--- src/rtl/lf_pkg.sv ---
package lf_pkg;
    typedef enum logic [1:0] {
        SLOT_IDLE = 2'd0,
        SLOT_DATA = 2'd1,
        SLOT_FILL = 2'd2
    } slot_state_e;
endpackage

--- src/rtl/lf_cfg.sv ---
module lf_cfg #(
    parameter int GW      = 8,
    parameter int DEF_GAP = 3
) (
    input  logic          clk,
    input  logic          rst_n,
    input  logic          we,
    input  logic [GW-1:0] gap_in,
    input  logic          idle,
    output logic [GW-1:0] gap
);
    always_ff @(posedge clk or negedge rst_n) begin
        if (!rst_n)
            gap <= GW'(DEF_GAP);
        else if (we && idle)
            gap <= gap_in;
    end

    AST_GAP_FROZEN_RUNNING: assert property (@(posedge clk) disable iff (!rst_n)
        !idle |=> $stable(gap));
endmodule

--- src/rtl/lf_tx.sv ---
module lf_tx
    import lf_pkg::*;
#(
    parameter int DW = 8,
    parameter int GW = 8
) (
    input  logic          clk,
    input  logic          rst_n,
    input  logic          run,
    input  logic [GW-1:0] gap,
    input  logic          pay_valid,
    input  logic [DW-1:0] pay_data,
    output logic          pay_ready,
    output logic [DW-1:0] link_data,
    output logic          link_vld,
    output logic          idle
);
    slot_state_e   state, nstate;
    logic [GW-1:0] pos, npos;
    logic [DW-1:0] last_q;

    always_comb begin
        nstate = state;
        npos   = pos;
        unique case (state)
            SLOT_IDLE: begin
                if (run) begin
                    nstate = SLOT_DATA;
                    npos   = '0;
                end
            end
            SLOT_DATA: begin
                if (!run) begin
                    nstate = SLOT_IDLE;
                    npos   = '0;
                end else if (gap == '0) begin
                    nstate = SLOT_DATA;
                    npos   = '0;
                end else begin
                    nstate = SLOT_FILL;
                    npos   = GW'(1);
                end
            end
            SLOT_FILL: begin
                if (!run) begin
                    nstate = SLOT_IDLE;
                    npos   = '0;
                end else if (pos == gap) begin
                    nstate = SLOT_DATA;
                    npos   = '0;
                end else begin
                    npos = pos + GW'(1);
                end
            end
            default: begin
                nstate = SLOT_IDLE;
                npos   = '0;
            end
        endcase
    end

    always_ff @(posedge clk or negedge rst_n) begin
        if (!rst_n) begin
            state <= SLOT_IDLE;
            pos   <= '0;
        end else begin
            state <= nstate;
            pos   <= npos;
        end
    end

    always_ff @(posedge clk or negedge rst_n) begin
        if (!rst_n) begin
            link_data <= '0;
            link_vld  <= 1'b0;
            last_q    <= '0;
        end else begin
            unique case (state)
                SLOT_DATA: begin
                    if (pay_valid) begin
                        link_data <= pay_data;
                        link_vld  <= 1'b1;
                        last_q    <= pay_data;
                    end else begin
                        link_data <= last_q;
                        link_vld  <= 1'b0;
                    end
                end
                SLOT_FILL: begin
                    link_data <= last_q ^ DW'(pos);
                    link_vld  <= 1'b0;
                end
                default: begin
                    link_data <= '0;
                    link_vld  <= 1'b0;
                end
            endcase
        end
    end

    assign pay_ready = (state == SLOT_DATA);
    assign idle      = (state == SLOT_IDLE);

    AST_FILL_NEVER_VALID: assert property (@(posedge clk) disable iff (!rst_n)
        (state != SLOT_DATA) |=> !link_vld);
    AST_POS_WITHIN_GAP: assert property (@(posedge clk) disable iff (!rst_n)
        (state != SLOT_IDLE) |-> (pos <= gap));
    AST_FAST_ONLY_DATA: assert property (@(posedge clk) disable iff (!rst_n)
        (gap == '0 && $past(gap) == '0 && state != SLOT_IDLE) |-> (state == SLOT_DATA));
endmodule

--- src/rtl/lf_rx.sv ---
module lf_rx
    import lf_pkg::*;
#(
    parameter int DW = 8,
    parameter int GW = 8,
    parameter int CW = 16
) (
    input  logic          clk,
    input  logic          rst_n,
    input  logic          run,
    input  logic [GW-1:0] gap,
    input  logic [DW-1:0] link_data,
    input  logic          link_vld,
    input  logic          clr,
    output logic          out_valid,
    output logic [DW-1:0] out_data,
    output logic          err_flag,
    output logic [CW-1:0] err_cnt,
    output logic          idle
);
    localparam logic [CW-1:0] CNT_MAX = '1;

    slot_state_e   state, nstate;
    logic [GW-1:0] pos, npos;
    logic [DW-1:0] last_q;
    logic          mismatch;

    always_comb begin
        nstate = state;
        npos   = pos;
        unique case (state)
            SLOT_IDLE: begin
                if (run) begin
                    nstate = SLOT_DATA;
                    npos   = '0;
                end
            end
            SLOT_DATA: begin
                if (!run) begin
                    nstate = SLOT_IDLE;
                    npos   = '0;
                end else if (gap == '0) begin
                    nstate = SLOT_DATA;
                    npos   = '0;
                end else begin
                    nstate = SLOT_FILL;
                    npos   = GW'(1);
                end
            end
            SLOT_FILL: begin
                if (!run) begin
                    nstate = SLOT_IDLE;
                    npos   = '0;
                end else if (pos == gap) begin
                    nstate = SLOT_DATA;
                    npos   = '0;
                end else begin
                    npos = pos + GW'(1);
                end
            end
            default: begin
                nstate = SLOT_IDLE;
                npos   = '0;
            end
        endcase
    end

    always_ff @(posedge clk or negedge rst_n) begin
        if (!rst_n) begin
            state <= SLOT_IDLE;
            pos   <= '0;
        end else begin
            state <= nstate;
            pos   <= npos;
        end
    end

    assign mismatch = (state == SLOT_FILL) && (link_data != (last_q ^ DW'(pos)));

    always_ff @(posedge clk or negedge rst_n) begin
        if (!rst_n) begin
            out_valid <= 1'b0;
            out_data  <= '0;
            last_q    <= '0;
        end else begin
            out_valid <= 1'b0;
            if (state == SLOT_DATA && link_vld) begin
                out_valid <= 1'b1;
                out_data  <= link_data;
                last_q    <= link_data;
            end
        end
    end

    always_ff @(posedge clk or negedge rst_n) begin
        if (!rst_n) begin
            err_flag <= 1'b0;
            err_cnt  <= '0;
        end else if (clr) begin
            err_flag <= 1'b0;
            err_cnt  <= '0;
        end else if (mismatch) begin
            err_flag <= 1'b1;
            if (err_cnt != CNT_MAX)
                err_cnt <= err_cnt + CW'(1);
        end
    end

    assign idle = (state == SLOT_IDLE);

    AST_OUT_FROM_DATA_SLOT: assert property (@(posedge clk) disable iff (!rst_n)
        out_valid |-> $past(state == SLOT_DATA));
    AST_FLAG_STICKY: assert property (@(posedge clk) disable iff (!rst_n)
        (err_flag && !clr) |=> err_flag);
    AST_NO_OVERFLOW: assert property (@(posedge clk) disable iff (!rst_n)
        (err_cnt == CNT_MAX && !clr) |=> (err_cnt == CNT_MAX));
    AST_CLEAR_WINS: assert property (@(posedge clk) disable iff (!rst_n)
        clr |=> (err_cnt == '0 && !err_flag));
endmodule

--- src/rtl/link_filler_top.sv ---
module link_filler_top #(
    parameter int DW      = 8,
    parameter int GW      = 8,
    parameter int CW      = 16,
    parameter int DEF_GAP = 3
) (
    input  logic          clk,
    input  logic          rst_n,
    input  logic          run,
    input  logic          cfg_we,
    input  logic [GW-1:0] cfg_gap,
    input  logic          pay_valid,
    input  logic [DW-1:0] pay_data,
    output logic          pay_ready,
    output logic [DW-1:0] tx_byte,
    output logic          tx_vld,
    input  logic [DW-1:0] rx_byte,
    input  logic          rx_vld,
    output logic          out_valid,
    output logic [DW-1:0] out_data,
    input  logic          err_clr,
    output logic          err_flag,
    output logic [CW-1:0] err_cnt
);
    logic [GW-1:0] gap;
    logic          tx_idle, rx_idle, run_q;

    always_ff @(posedge clk or negedge rst_n) begin
        if (!rst_n) run_q <= 1'b0;
        else        run_q <= run;
    end

    lf_cfg #(.GW(GW), .DEF_GAP(DEF_GAP)) u_cfg (
        .clk(clk), .rst_n(rst_n), .we(cfg_we), .gap_in(cfg_gap),
        .idle(tx_idle && rx_idle), .gap(gap)
    );

    lf_tx #(.DW(DW), .GW(GW)) u_tx (
        .clk(clk), .rst_n(rst_n), .run(run), .gap(gap),
        .pay_valid(pay_valid), .pay_data(pay_data), .pay_ready(pay_ready),
        .link_data(tx_byte), .link_vld(tx_vld), .idle(tx_idle)
    );

    lf_rx #(.DW(DW), .GW(GW), .CW(CW)) u_rx (
        .clk(clk), .rst_n(rst_n), .run(run_q), .gap(gap),
        .link_data(rx_byte), .link_vld(rx_vld), .clr(err_clr),
        .out_valid(out_valid), .out_data(out_data),
        .err_flag(err_flag), .err_cnt(err_cnt), .idle(rx_idle)
    );
endmodule

--- config.mk ---
export PLATFORM = sky130hd
export DESIGN_NAME = link_filler_top
export DESIGN_NICKNAME = d
export VERILOG_FILES = /design/src/rtl/lf_pkg.sv /design/src/rtl/lf_cfg.sv /design/src/rtl/lf_tx.sv /design/src/rtl/lf_rx.sv /design/src/rtl/link_filler_top.sv
export SDC_FILE = /design/constraint.sdc
export NUM_CORES = 1
export LEC_CHECK = 0
export CORE_ASPECT_RATIO = 1.75
export CORE_MARGIN = 8
export CORE_UTILIZATION = 50
export CTS_BUF_LIST = sky130_fd_sc_hd__clkbuf_16
export DETAILED_ROUTE_END_ITERATION = 8
export GPL_TIMING_DRIVEN = 0
export PLACE_DENSITY = 0.76
export SLEW_MARGIN = 10
export SYNTH_ARGS = -nofsm -noshare
export SYNTH_HDL_FRONTEND = slang
export SYNTH_SLANG_ARGS = --single-unit
--- constraint.sdc ---
create_clock -name clk -period 2.2 [get_ports clk]
set_input_delay 0.33 -clock clk [delete_from_list [all_inputs] [get_ports clk]]
set_output_delay 0.33 -clock clk [all_outputs]
set_load 0.05 [all_outputs]
==> flow_metrics.env, run 1 <==
export IMPL_fp_dieH_um=134
export IMPL_setup_viol=0
export IMPL_cp_arrival_ps=2290
export IMPL_routedWlPerCell_um=17.1
export IMPL_power_frac_seq=0.343
export IMPL_synth_cell_types=42
export IMPL_p_sw_frac=0.385
export IMPL_synth_area_per_cell_um2=10.9
export IMPL_drv_slew=0
export IMPL_worst_path_largest_cell_delay_ps=530
export IMPL_root_buffer="clkbuf_16"
export IMPL_critPathTopFamily="simple AND/OR/NAND/NOR gates"
export IMPL_slowest_stage="or4_1"
export IMPL_p_int_mw=3.71
export IMPL_synth_top_cell_area_share=0.442
export IMPL_dpl_hpwl_mm=6.76
export IMPL_synth_top_cell_by_area="dfrtp_1"
export IMPL_power_total_mw=6.03
export IMPL_dr_pass1_iters=4
export IMPL_syn_inst=364
export IMPL_io_pins=67
export IMPL_tightest_slew_ps=603
export IMPL_ys_flop_type="dfrtp_1"
export IMPL_worstPathMaxFanout=7
export IMPL_antenna_cells=0
export IMPL_layout_worst_path_cycle_share=0.948
export IMPL_powerDensity_mw_per_mm2=1180
export IMPL_max_slew_margin=0.594
export IMPL_grt_met2_usage=0.308
export IMPL_wl_mm=9.22
export IMPL_core_region_area_mm2=0.00780
export IMPL_grt_pass1_wl_mm=15.4
export IMPL_htree_levels=3
export IMPL_yosys_warnings=0
export IMPL_drive_above_1_share=0.176
export IMPL_synth_common_cells="dfrtp_1 (70), mux2_2 (42), nor2_1 (34), nand2_1 (20), xor2_1 (19)"
export IMPL_routed_via_density=5.71
export IMPL_path_buf_inv=1
export IMPL_antenna_found_initial=0
export IMPL_hold_class="input pin to async pin"
export IMPL_p_sw_mw=2.32
export IMPL_grt_busiest_layer="met2"
export IMPL_fin_setup_tns_ps=0
export IMPL_die_area_mm2=0.0111
export IMPL_gr_total_overflow=0
export IMPL_startpoint_type="flip-flop"
export IMPL_grt_use_met1=0.175
export IMPL_num_vias=3073
export IMPL_gp_congestion=0.881
export IMPL_syn_to_final_growth_pct=29.2
export IMPL_netlist_area_mm2=0.00396
export IMPL_port_buffers=65
export IMPL_muxShareOfSynthArea=0.125
export IMPL_finalInstanceArea_mm2=0.00512
export IMPL_hold_viol=0
export IMPL_drt_iter0_drc=135
export IMPL_fin_worst_skew_ps=7.19
export IMPL_mappedNetlistNets=406
export IMPL_die_w_um=83.3
export IMPL_required_ps=2400
export IMPL_synth_most_common_cell="dfrtp_1"
export IMPL_initial_utilization=0.508
export IMPL_end_kind="flip-flop"
export IMPL_synth_async_reset_ratio=1.00
export IMPL_outcome="finished clean"
export IMPL_netlist_top_cells_area="dfrtp_1 (44%), mux2_2 (12%), xnor3_1 (4.5%), xor2_1 (4.2%), ha_1 (3.5%)"
export IMPL_track_usage=0.169
export IMPL_clock_sinks=72
export IMPL_synth_seq_cells=72
export IMPL_fin_crit_ps=2090
export IMPL_cts_buffer_depth=2
export IMPL_synth_compound_area_frac=0.0868
export IMPL_drcViolationCount=0
export IMPL_grt_util_met3=0.0486
export IMPL_grt_pass1_vias=3236
export IMPL_clk_pin_slew_ps=60
export IMPL_rsz0062_at_grt="true"
export IMPL_drv_cap=0
export IMPL_grt_max_degree=49
export IMPL_crit_chain="clkbuf_4 > xnor3_1 > nand4_2 > o21ai_2 > or4_1 > mux2_1"
export IMPL_synth_top_family_by_area="simple AND/OR/NAND/NOR gates"
export IMPL_synth_simple_gate_area_frac=0.159
export IMPL_numCtsBuffers=9
export IMPL_synth_fa_ha_area_frac=0.0347
export IMPL_drtAntennaViolNets=0
export IMPL_synth_xor_area_frac=0.114
export IMPL_cts_tree="done"
export IMPL_path_class="flip-flop to flip-flop"
export IMPL_comb_power_share=0.428
export IMPL_fin_nets=485
export IMPL_num_rows=43
export IMPL_leakagePower_nw=2.19
export IMPL_clockPowerShare=0.229
export IMPL_yosysSeqAreaShare=0.455
export IMPL_place_area_mm2=0.00476
export IMPL_peakVddDrop_mv=0.773
export IMPL_synth_edf_count=0
export IMPL_fmax_ghz=0.480
export IMPL_clkLatencyLatePin_ps=330
## cell type report
| class | instances | area (µm²) |
|---|---|---|
| Fill cell | 613 | 2680 |
| Buffer | 12 | 67.6 |
| Multi-Input combinational cell | 268 | 2100 |
| Sequential cell | 72 | 1810 |
| Clock inverter | 7 | 57.6 |
| Clock buffer | 9 | 225 |
| Inverter | 11 | 41.3 |
| Tap cell | 90 | 113 |
| Timing Repair Buffer | 69 | 699 |
## registers in the layout (all words and copies together) (netlist names)
name and cells:
u_tx.state 2, u_cfg.gap 8, u_rx.out_valid 1, u_tx.pos 8, u_rx.err_flag 1, run_q 1, u_rx.pos 8, u_tx.last_q 8
u_rx.out_data 8, u_rx.err_cnt 16, u_rx.state 2, u_tx.link_vld 1, u_tx.link_data 8
## power groups by stage
stage / clock (mW) / sequential, mW / combinational [mW]
final: 1.38 / 2.07 / 2.58
after global routing: 1.46 / 2.13 / 2.77
after CTS: 1.41 / 2.07 / 2.60
after detailed placement: 0 / 2.08 / 2.58
after global placement: 0 / 2.07 / 2.53
after floorplan: 0 / 2.63 / 1.24
## logic make-up (layout without fill, tap and decap cells)
| logic type | Yosys count | count (layout) |
|---|---|---|
| xor gates and xnor gates | 39 | 39 |
| AOI/OAI and AO/OA | 53 | 53 |
| muxes | 44 | 44 |
| and+or+nand+nor | 121 | 121 |
| DFF | 72 | 72 |
| adders and majority gates | 11 | 11 |
| buffers and inverters | 24 | 108 |
## through the flow
stage                     hold WS [ps]  setup WS (ps)  instances  utilization
final                              457            115        538        0.656
after global routing               470          -29.7        538        0.656
after CTS                          454           3.84        537        0.648
after detailed placement           266           -170        520        0.610
after global placement             516          -1980        519        0.606
after floorplan                   34.4           18.3        364            -
## path summary, 6_finish.rpt
check                                    from                 to  slack [ps]  depth (start not counted)
worst max-delay path              u_rx.pos[2]   u_rx.err_cnt[11]         110                          6
worst min-delay path                    rst_n  u_tx.link_data[7]         460                          2
worst max register to register    u_rx.pos[2]   u_rx.err_cnt[11]         110                          6
worst min register to register  u_rx.err_flag      u_rx.err_flag         520                          2
max in group asynchronous               rst_n       u_cfg.gap[0]        1150                          3
min in group clk                u_rx.err_flag      u_rx.err_flag         520                          2
## routing by layer
| metal | part of all wire | wire length, µm |
|---|---|---|
| met1 | 0.39 | 3580 |
| met2 | 0.55 | 5100 |
| met3 | 0.044 | 405 |
| met4 | 0.015 | 140 |
| met5 | 0 | 0 |
## worst register-to-register path, stage by stage, from the launching register on
cell and delay (ps):
dfrtp_1 340, clkbuf_4 180, xnor3_1 400, nand4_2 100, o21ai_2 80, or4_1 530, mux2_1 330
## placed cells by master, fill, tap and decap left out, types with 8 or more instances in the layout
| cell type | n |
|---|---|
| a21oi_1 | 18 |
| a22oi_1 | 9 |
| clkbuf_16 | 9 |
| clkdlybuf4s50_1 | 63 |
| dfrtp_1 | 64 |
| ha_1 | 11 |
| inv_1 | 13 |
| mux2_2 | 42 |
| nand2_1 | 20 |
| nand3_1 | 12 |
| nand4_1 | 11 |
| nor2_1 | 33 |
| nor2b_1 | 8 |
| or4_1 | 9 |
| xnor2_1 | 12 |
| xnor3_1 | 8 |
| xor2_1 | 19 |
## repair_timing
action / CTS / global route
gates cloned: 0 / 0
setup buffers: 0 / 2
endpoints found under the setup margin: 11 / 15
hold buffers: 1 / 0
pin swaps: 0 / 2
endpoints found under the hold margin: 24 / 0
resized for setup: 3 / 14
No activity file was read; power rests on OpenSTA's default activity.
==> inputs of run 2 (changes only) <==
Settings changed: CORE_ASPECT_RATIO 1.75 to 0.6, REMOVE_ABC_BUFFERS set to 1.
==> run 2 against run 1 <==
  * Highest routed layer unchanged
  * Non-clock buffer count fell by 7
  * Sequential power barely moved
  * Critical endpoint is now u_rx.err_cnt[14]
  * Largest power group unchanged
  * Design area fell by 0.76%
  * Worst hold slack improved by 16 ps
  * Die area fell by 0.17%
  * Critical path type unchanged
  * Final cell count rose by 2.0%
  * Register-to-register slack got worse by 100 ps
  * Global-route usage rose by 0.32 points
  * Sequential share of layout area rose by 0.27 points
==> flow_metrics.env, run 2 (synthesized netlist as in run 1, its figures left out) <==
export IMPL_tightest_slew_ps=794
export IMPL_p_sw_mw=2.38
export IMPL_routed_via_density=5.56
export IMPL_end_kind="flip-flop"
export IMPL_required_ps=2420
export IMPL_core_region_area_mm2=0.00779
export IMPL_worstPathMaxFanout=13
export IMPL_path_buf_inv=0
export IMPL_grt_pass1_vias=2935
export IMPL_initial_utilization=0.509
export IMPL_regMostFlops="u_rx.err_cnt"
export IMPL_powerDensity_mw_per_mm2=1180
export IMPL_fin_setup_tns_ps=0
export IMPL_n_fill_cell=597
export IMPL_wl_mm=9.27
export IMPL_fin_crit_ps=2190
export IMPL_fin_nets=478
export IMPL_numCtsBuffers=9
export IMPL_rsz0062_at_grt="true"
export IMPL_layout_worst_path_cycle_share=0.995
export IMPL_drt_iter0_drc=183
export IMPL_multi_input_area_mm2=0.00207
export IMPL_setup_ws_ps=10.0
export IMPL_path_class="flip-flop to flip-flop"
export IMPL_root_buffer="clkbuf_16"
export IMPL_startpoint_type="flip-flop"
export IMPL_outcome="finished clean"
export IMPL_track_usage=0.173
export IMPL_gr_total_overflow=0
export IMPL_drcViolationCount=0
export IMPL_grt_pass1_wl_mm=15.0
export IMPL_crit_chain="xnor3_1 > nand4_2 > nor2_1 > nor2_1 > mux2_2"
export IMPL_htree_levels=3
export IMPL_dpl_hpwl_mm=6.79
export IMPL_io_pins=67
export IMPL_clkLatencyLatePin_ps=340
export IMPL_max_slew_margin=0.469
export IMPL_clockPowerShare=0.222
export IMPL_path_common_cell="nor2_1"
export IMPL_gp_congestion=0.827
export IMPL_cts_tree="done"
export IMPL_leakagePower_nw=2.16
export IMPL_clk_pin_slew_ps=60
export IMPL_drv_cap=0
export IMPL_routedWlPerCell_um=16.9
export IMPL_clock_sinks=72
export IMPL_power_frac_seq=0.345
export IMPL_setup_viol=0
export IMPL_worst_path_largest_cell_delay_ps=620
export IMPL_fp_dieH_um=85.0
export IMPL_grt_max_degree=44
export IMPL_peakVddDrop_mv=0.799
export IMPL_port_buffers=66
export IMPL_p_int_mw=3.60
export IMPL_antenna_found_initial=0
export IMPL_critPathTopFamily="simple AND/OR/NAND/NOR gates"
export IMPL_syn_to_final_growth_pct=28.2
export IMPL_drv_slew=0
export IMPL_p_sw_frac=0.398
export IMPL_drtAntennaViolNets=0
export IMPL_hold_viol=0
export IMPL_num_rows=25
export IMPL_dr_pass1_iters=4
export IMPL_fmax_ghz=0.457
export IMPL_largest_reg_flops=16
export IMPL_final_cell_mix="clkdlybuf4s50_1 (64), dfrtp_1 (64), mux2_2 (42)"
export IMPL_cp_arrival_ps=2410
export IMPL_die_w_um=131
export IMPL_die_area_mm2=0.0111
export IMPL_pre_cts_slack_ps=-342
export IMPL_comb_power_share=0.433
export IMPL_antenna_cells=0
export IMPL_drive_above_1_share=0.184
export IMPL_slowest_stage="nor2_1"
export IMPL_reg2reg_slack_ps=10
export IMPL_hold_class="input pin to async pin"
export IMPL_final_seq_area_mm2=0.00181
export IMPL_fin_worst_skew_ps=5.71
export IMPL_cts_buffer_depth=2
export IMPL_num_vias=3050
-- run 2: metrics by stage --
stage / util / cell area (µm²) / power, mW / hold WS (ps) / std cells
after CTS: 0.647 / 5040 / 6.03 / 480 / 545
after global routing: 0.652 / 5080 / 6.29 / 499 / 549
final: 0.652 / 5080 / 5.98 / 472 / 549
after floorplan: - / 3900 / 3.85 / 34.4 / 351
after global placement: 0.603 / 4700 / 4.56 / 507 / 525
after detailed placement: 0.605 / 4720 / 4.65 / 290 / 526
-- run 2: worst paths after layout --
path                            cells after the start                to          start
worst max-delay path                                5  u_rx.err_cnt[14]    u_rx.pos[5]
worst max register to register                      5  u_rx.err_cnt[14]    u_rx.pos[5]
worst min register to register                      2     u_rx.err_flag  u_rx.err_flag
worst min-delay path                                2    u_tx.last_q[2]          rst_n
max in group asynchronous                           3      u_cfg.gap[1]          rst_n
min in group clk                                    2     u_rx.err_flag  u_rx.err_flag
-- run 2: power groups by stage --
stage | sequential, mW | clock [mW] | combinational [mW]
detailed placement | 2.08 | 0 | 2.57
floorplan | 2.62 | 0 | 1.22
finish | 2.06 | 1.33 | 2.59
global placement | 2.06 | 0 | 2.50
global route | 2.11 | 1.43 | 2.75
CTS | 2.06 | 1.37 | 2.60
-- run 2: cell type report --
cell class / count / area share
sequential: 72 / 0.357
inverter: 11 / 0.00813
clock inverter: 7 / 0.00960
timing repair buffer: 74 / 0.147
clock buffer: 9 / 0.0443
tap: 108 / 0.0266
multi-input combinational: 268 / 0.408
-- run 2: worst register-to-register path, cell delays in order (launching register included) --
cell	delay [ps]
dfrtp_2	440
xnor3_1	390
nand4_2	150
nor2_1	620
nor2_1	170
mux2_2	300
-- run 2: repair_timing --
action | CTS | global route
setup endpoints to repair | 21 | 6
hold buffers | 1 | 0
gates cloned | 0 | 0
gates resized for setup | 13 | 0
endpoints found under the hold margin | 29 | 0
buffers inserted | 2 | 4
pin swaps | 0 | 1
-- run 2: per-layer routing --
layer  global-route usage  vias up  wire (µm)  part of all wire
li1                     -     1456          -                 -
met2                0.245       77       4110              0.44
met1                0.239     1509       4490              0.48
met4               0.0435        0         72            0.0078
met5                    0        -          0                 0
met3               0.0676        8        594             0.064
==> inputs of run 3 (changes only) <==
Settings changed: ABC_AREA set to 1, PLACE_DENSITY 0.76 to 0.75.
==> run 3 against run 2 <==
  * Power up 4.3%
  * Global-route usage up 1.6 points
  * Register-to-register slack better by 200 ps
  * Maximum frequency up 8.7%
  * Non-clock buffer count down 4
  * Clock skew about the same
  * Sequential share of layout area down 0.92 points
  * Clock power up 9%
  * Worst hold slack worse by 43 ps
  * Wire length up 13%
==> flow_metrics.env, run 3 <==
export IMPL_outcome="finished clean"
export IMPL_leakagePower_nw=2.43
export IMPL_max_slew_margin=0.518
export IMPL_met1_length_mm=4.79
export IMPL_crit_chain="clkdlybuf4s50_1"
export IMPL_finalInstanceArea_mm2=0.00519
export IMPL_synth_top_cell_by_area="dfrtp_1"
export IMPL_numCtsBuffers=9
export IMPL_wl_mm=10.5
export IMPL_drive_above_1_share=0.0606
export IMPL_path_class="flip-flop to output port"
export IMPL_dr_pass1_iters=5
export IMPL_final_common_cell="nand2_1"
export IMPL_htree_levels=3
export IMPL_port_buffers=66
export IMPL_grt_pass1_vias=3683
export IMPL_netlist_area_mm2=0.00412
export IMPL_ys_flop_type="dfrtp_1"
export IMPL_drt_iter0_drc=361
export IMPL_required_ps=1870
export IMPL_dpl_hpwl_mm=7.68
export IMPL_powerDensity_mw_per_mm2=1200
export IMPL_drv_slew=0
export IMPL_final_cell_mix="nand2_1 (167), dfrtp_1 (70), inv_1 (68)"
export IMPL_antenna_found_initial=0
export IMPL_startpoint_type="flip-flop"
export IMPL_end_kind="output port"
export IMPL_path_buf_inv=1
export IMPL_die_area_mm2=0.0115
export IMPL_core_region_area_mm2=0.00795
export IMPL_die_w_um=133
export IMPL_num_vias=3756
export IMPL_routed_via_density=5.11
export IMPL_grt_pass1_wl_mm=17.5
export IMPL_fin_nets=664
export IMPL_grt_max_degree=56
export IMPL_tightest_slew_ps=720
export IMPL_synth_async_reset_ratio=1.00
export IMPL_num_rows=25
export IMPL_worst_path_largest_cell_delay_ps=860
export IMPL_synth_seq_cells=72
export IMPL_synth_common_cells="nand2_1 (167), dfrtp_1 (70), inv_1 (68), nor2_1 (52), nand3_1 (47)"
export IMPL_fin_crit_ps=2010
export IMPL_drv_cap=0
export IMPL_io_pins=67
export IMPL_synth_area_per_cell_um2=7.45
export IMPL_power_total_mw=6.24
export IMPL_gr_total_overflow=0
export IMPL_dr_wl_met2_mm=4.71
export IMPL_synth_cell_types=34
export IMPL_syn_inst=553
export IMPL_initial_utilization=0.518
export IMPL_synth_top_cell_area_share=0.425
export IMPL_setup_viol=0
export IMPL_layout_worst_path_cycle_share=0.916
export IMPL_cp_arrival_ps=1680
export IMPL_r2r_start="u_tx.state[1]"
export IMPL_clk_pin_slew_ps=60
export IMPL_slowest_stage="clkdlybuf4s50_1"
export IMPL_drtAntennaViolNets=0
export IMPL_hold_class="input pin to async pin"
export IMPL_fin_cells=735
export IMPL_hold_viol=0
export IMPL_setup_worst_path_start="u_rx.err_cnt[7]"
export IMPL_dp_cells=716
export IMPL_synth_edf_count=0
export IMPL_fin_setup_tns_ps=0
export IMPL_n_fill_cell=686
export IMPL_rsz0062_at_grt="false"
export IMPL_cts_tree="done"
export IMPL_fin_worst_skew_ps=5.28
export IMPL_drcViolationCount=0
export IMPL_routed_top_layer="met4"
export IMPL_cts_buffer_depth=2
export IMPL_routedWlPerCell_um=14.2
export IMPL_root_buffer="clkbuf_16"
export IMPL_antenna_cells=0
export IMPL_route_met3_wl_um=837
export IMPL_synth_most_common_cell="nand2_1"
export IMPL_netlist_top_cells_area="dfrtp_1 (43%), nand2_1 (15%), inv_1 (6.2%), nand3_1 (5.7%), nor2_1 (4.7%)"
export IMPL_largest_reg_flops=16
export IMPL_yosysSeqAreaShare=0.438
export IMPL_peakVddDrop_mv=0.507
export IMPL_syn_to_final_growth_pct=26.1
export IMPL_clock_sinks=72
export IMPL_place_area_mm2=0.00487
export IMPL_regMostFlops="u_rx.err_cnt"
export IMPL_critPathTopFamily="buffers and inverters"
export IMPL_reg2reg_slack_ps=210
export IMPL_track_usage=0.189
export IMPL_fp_dieH_um=86.3
export IMPL_clkLatencyLatePin_ps=340
export IMPL_worstPathMaxFanout=6
export IMPL_fmax_ghz=0.496
export IMPL_yosys_warnings=0
export IMPL_gp_congestion=0.851
==> run 3: cells by family (layout without fill, tap and decap cells) <==
| kind of cell | Yosys count | count (layout) | share of synthesized area |
|---|---|---|---|
| buffers and inverters | 83 | 157 | 0.0820 |
| AO/OA/AOI/OAI | 65 | 65 | 0.0826 |
| adder cells (fa/ha/maj) | 11 | 11 | 0.0334 |
| AND/OR/NAND/NOR | 299 | 299 | 0.315 |
| flip-flops | 72 | 72 | 0.438 |
| XOR/XNOR | 23 | 23 | 0.0489 |
==> run 3: repair_timing <==
| item | 4_1_cts | 5_1_grt |
|---|---|---|
| cloned | 0 | 0 |
| resized for setup | 2 | 3 |
| endpoints found under the setup margin | 1 | 19 |
| endpoints found under the hold margin | 17 | 0 |
| buffers inserted | 0 | 2 |
| hold buffers | 1 | 0 |
==> run 3: metal layers <==
layer	GRT usage	vias up
li1	-	1894
met4	0.0679	0
met2	0.292	136
met1	0.243	1712
met3	0.0635	14
met5	0	-
==> run 3: power by group <==
part / switching (mW) / internal [mW] / leakage (nW)
clock: 0.571 / 0.876 / 0.141
combinational: 1.87 / 0.883 / 1.35
sequential: 0.326 / 1.72 / 0.938
==> run 3: worst paths after layout <==
check	to	cells past startpoint
max	err_cnt[7]	1
min	u_rx.out_data[3]	2
max reg2reg	u_tx.pos[0]	6
min reg2reg	u_rx.out_data[5]	2
max in group asynchronous	u_cfg.gap[1]	3
min in group clk	u_rx.out_data[5]	2
==> run 3: metrics by stage <==
step | setup slack [ps] | hold WS (ps) | utilization
2_1_floorplan | 186 | 34.4 | -
3_3_place_gp | -1790 | 513 | 0.610
3_5_place_dp | -286 | 235 | 0.613
4_1_cts | 3.35 | 424 | 0.651
5_1_grt | 2.14 | 444 | 0.654
6_report | 185 | 429 | 0.654
==> run 3: cell type report <==
type	count	area [µm²]	area share
Inverter	71	274	0.0528
Tap cell	108	135	0.0260
Clock inverter	7	72.6	0.0140
Timing Repair Buffer	70	706	0.136
Clock buffer	9	225	0.0434
Sequential cell	72	1800	0.347
Multi-Input combinational cell	398	1980	0.381
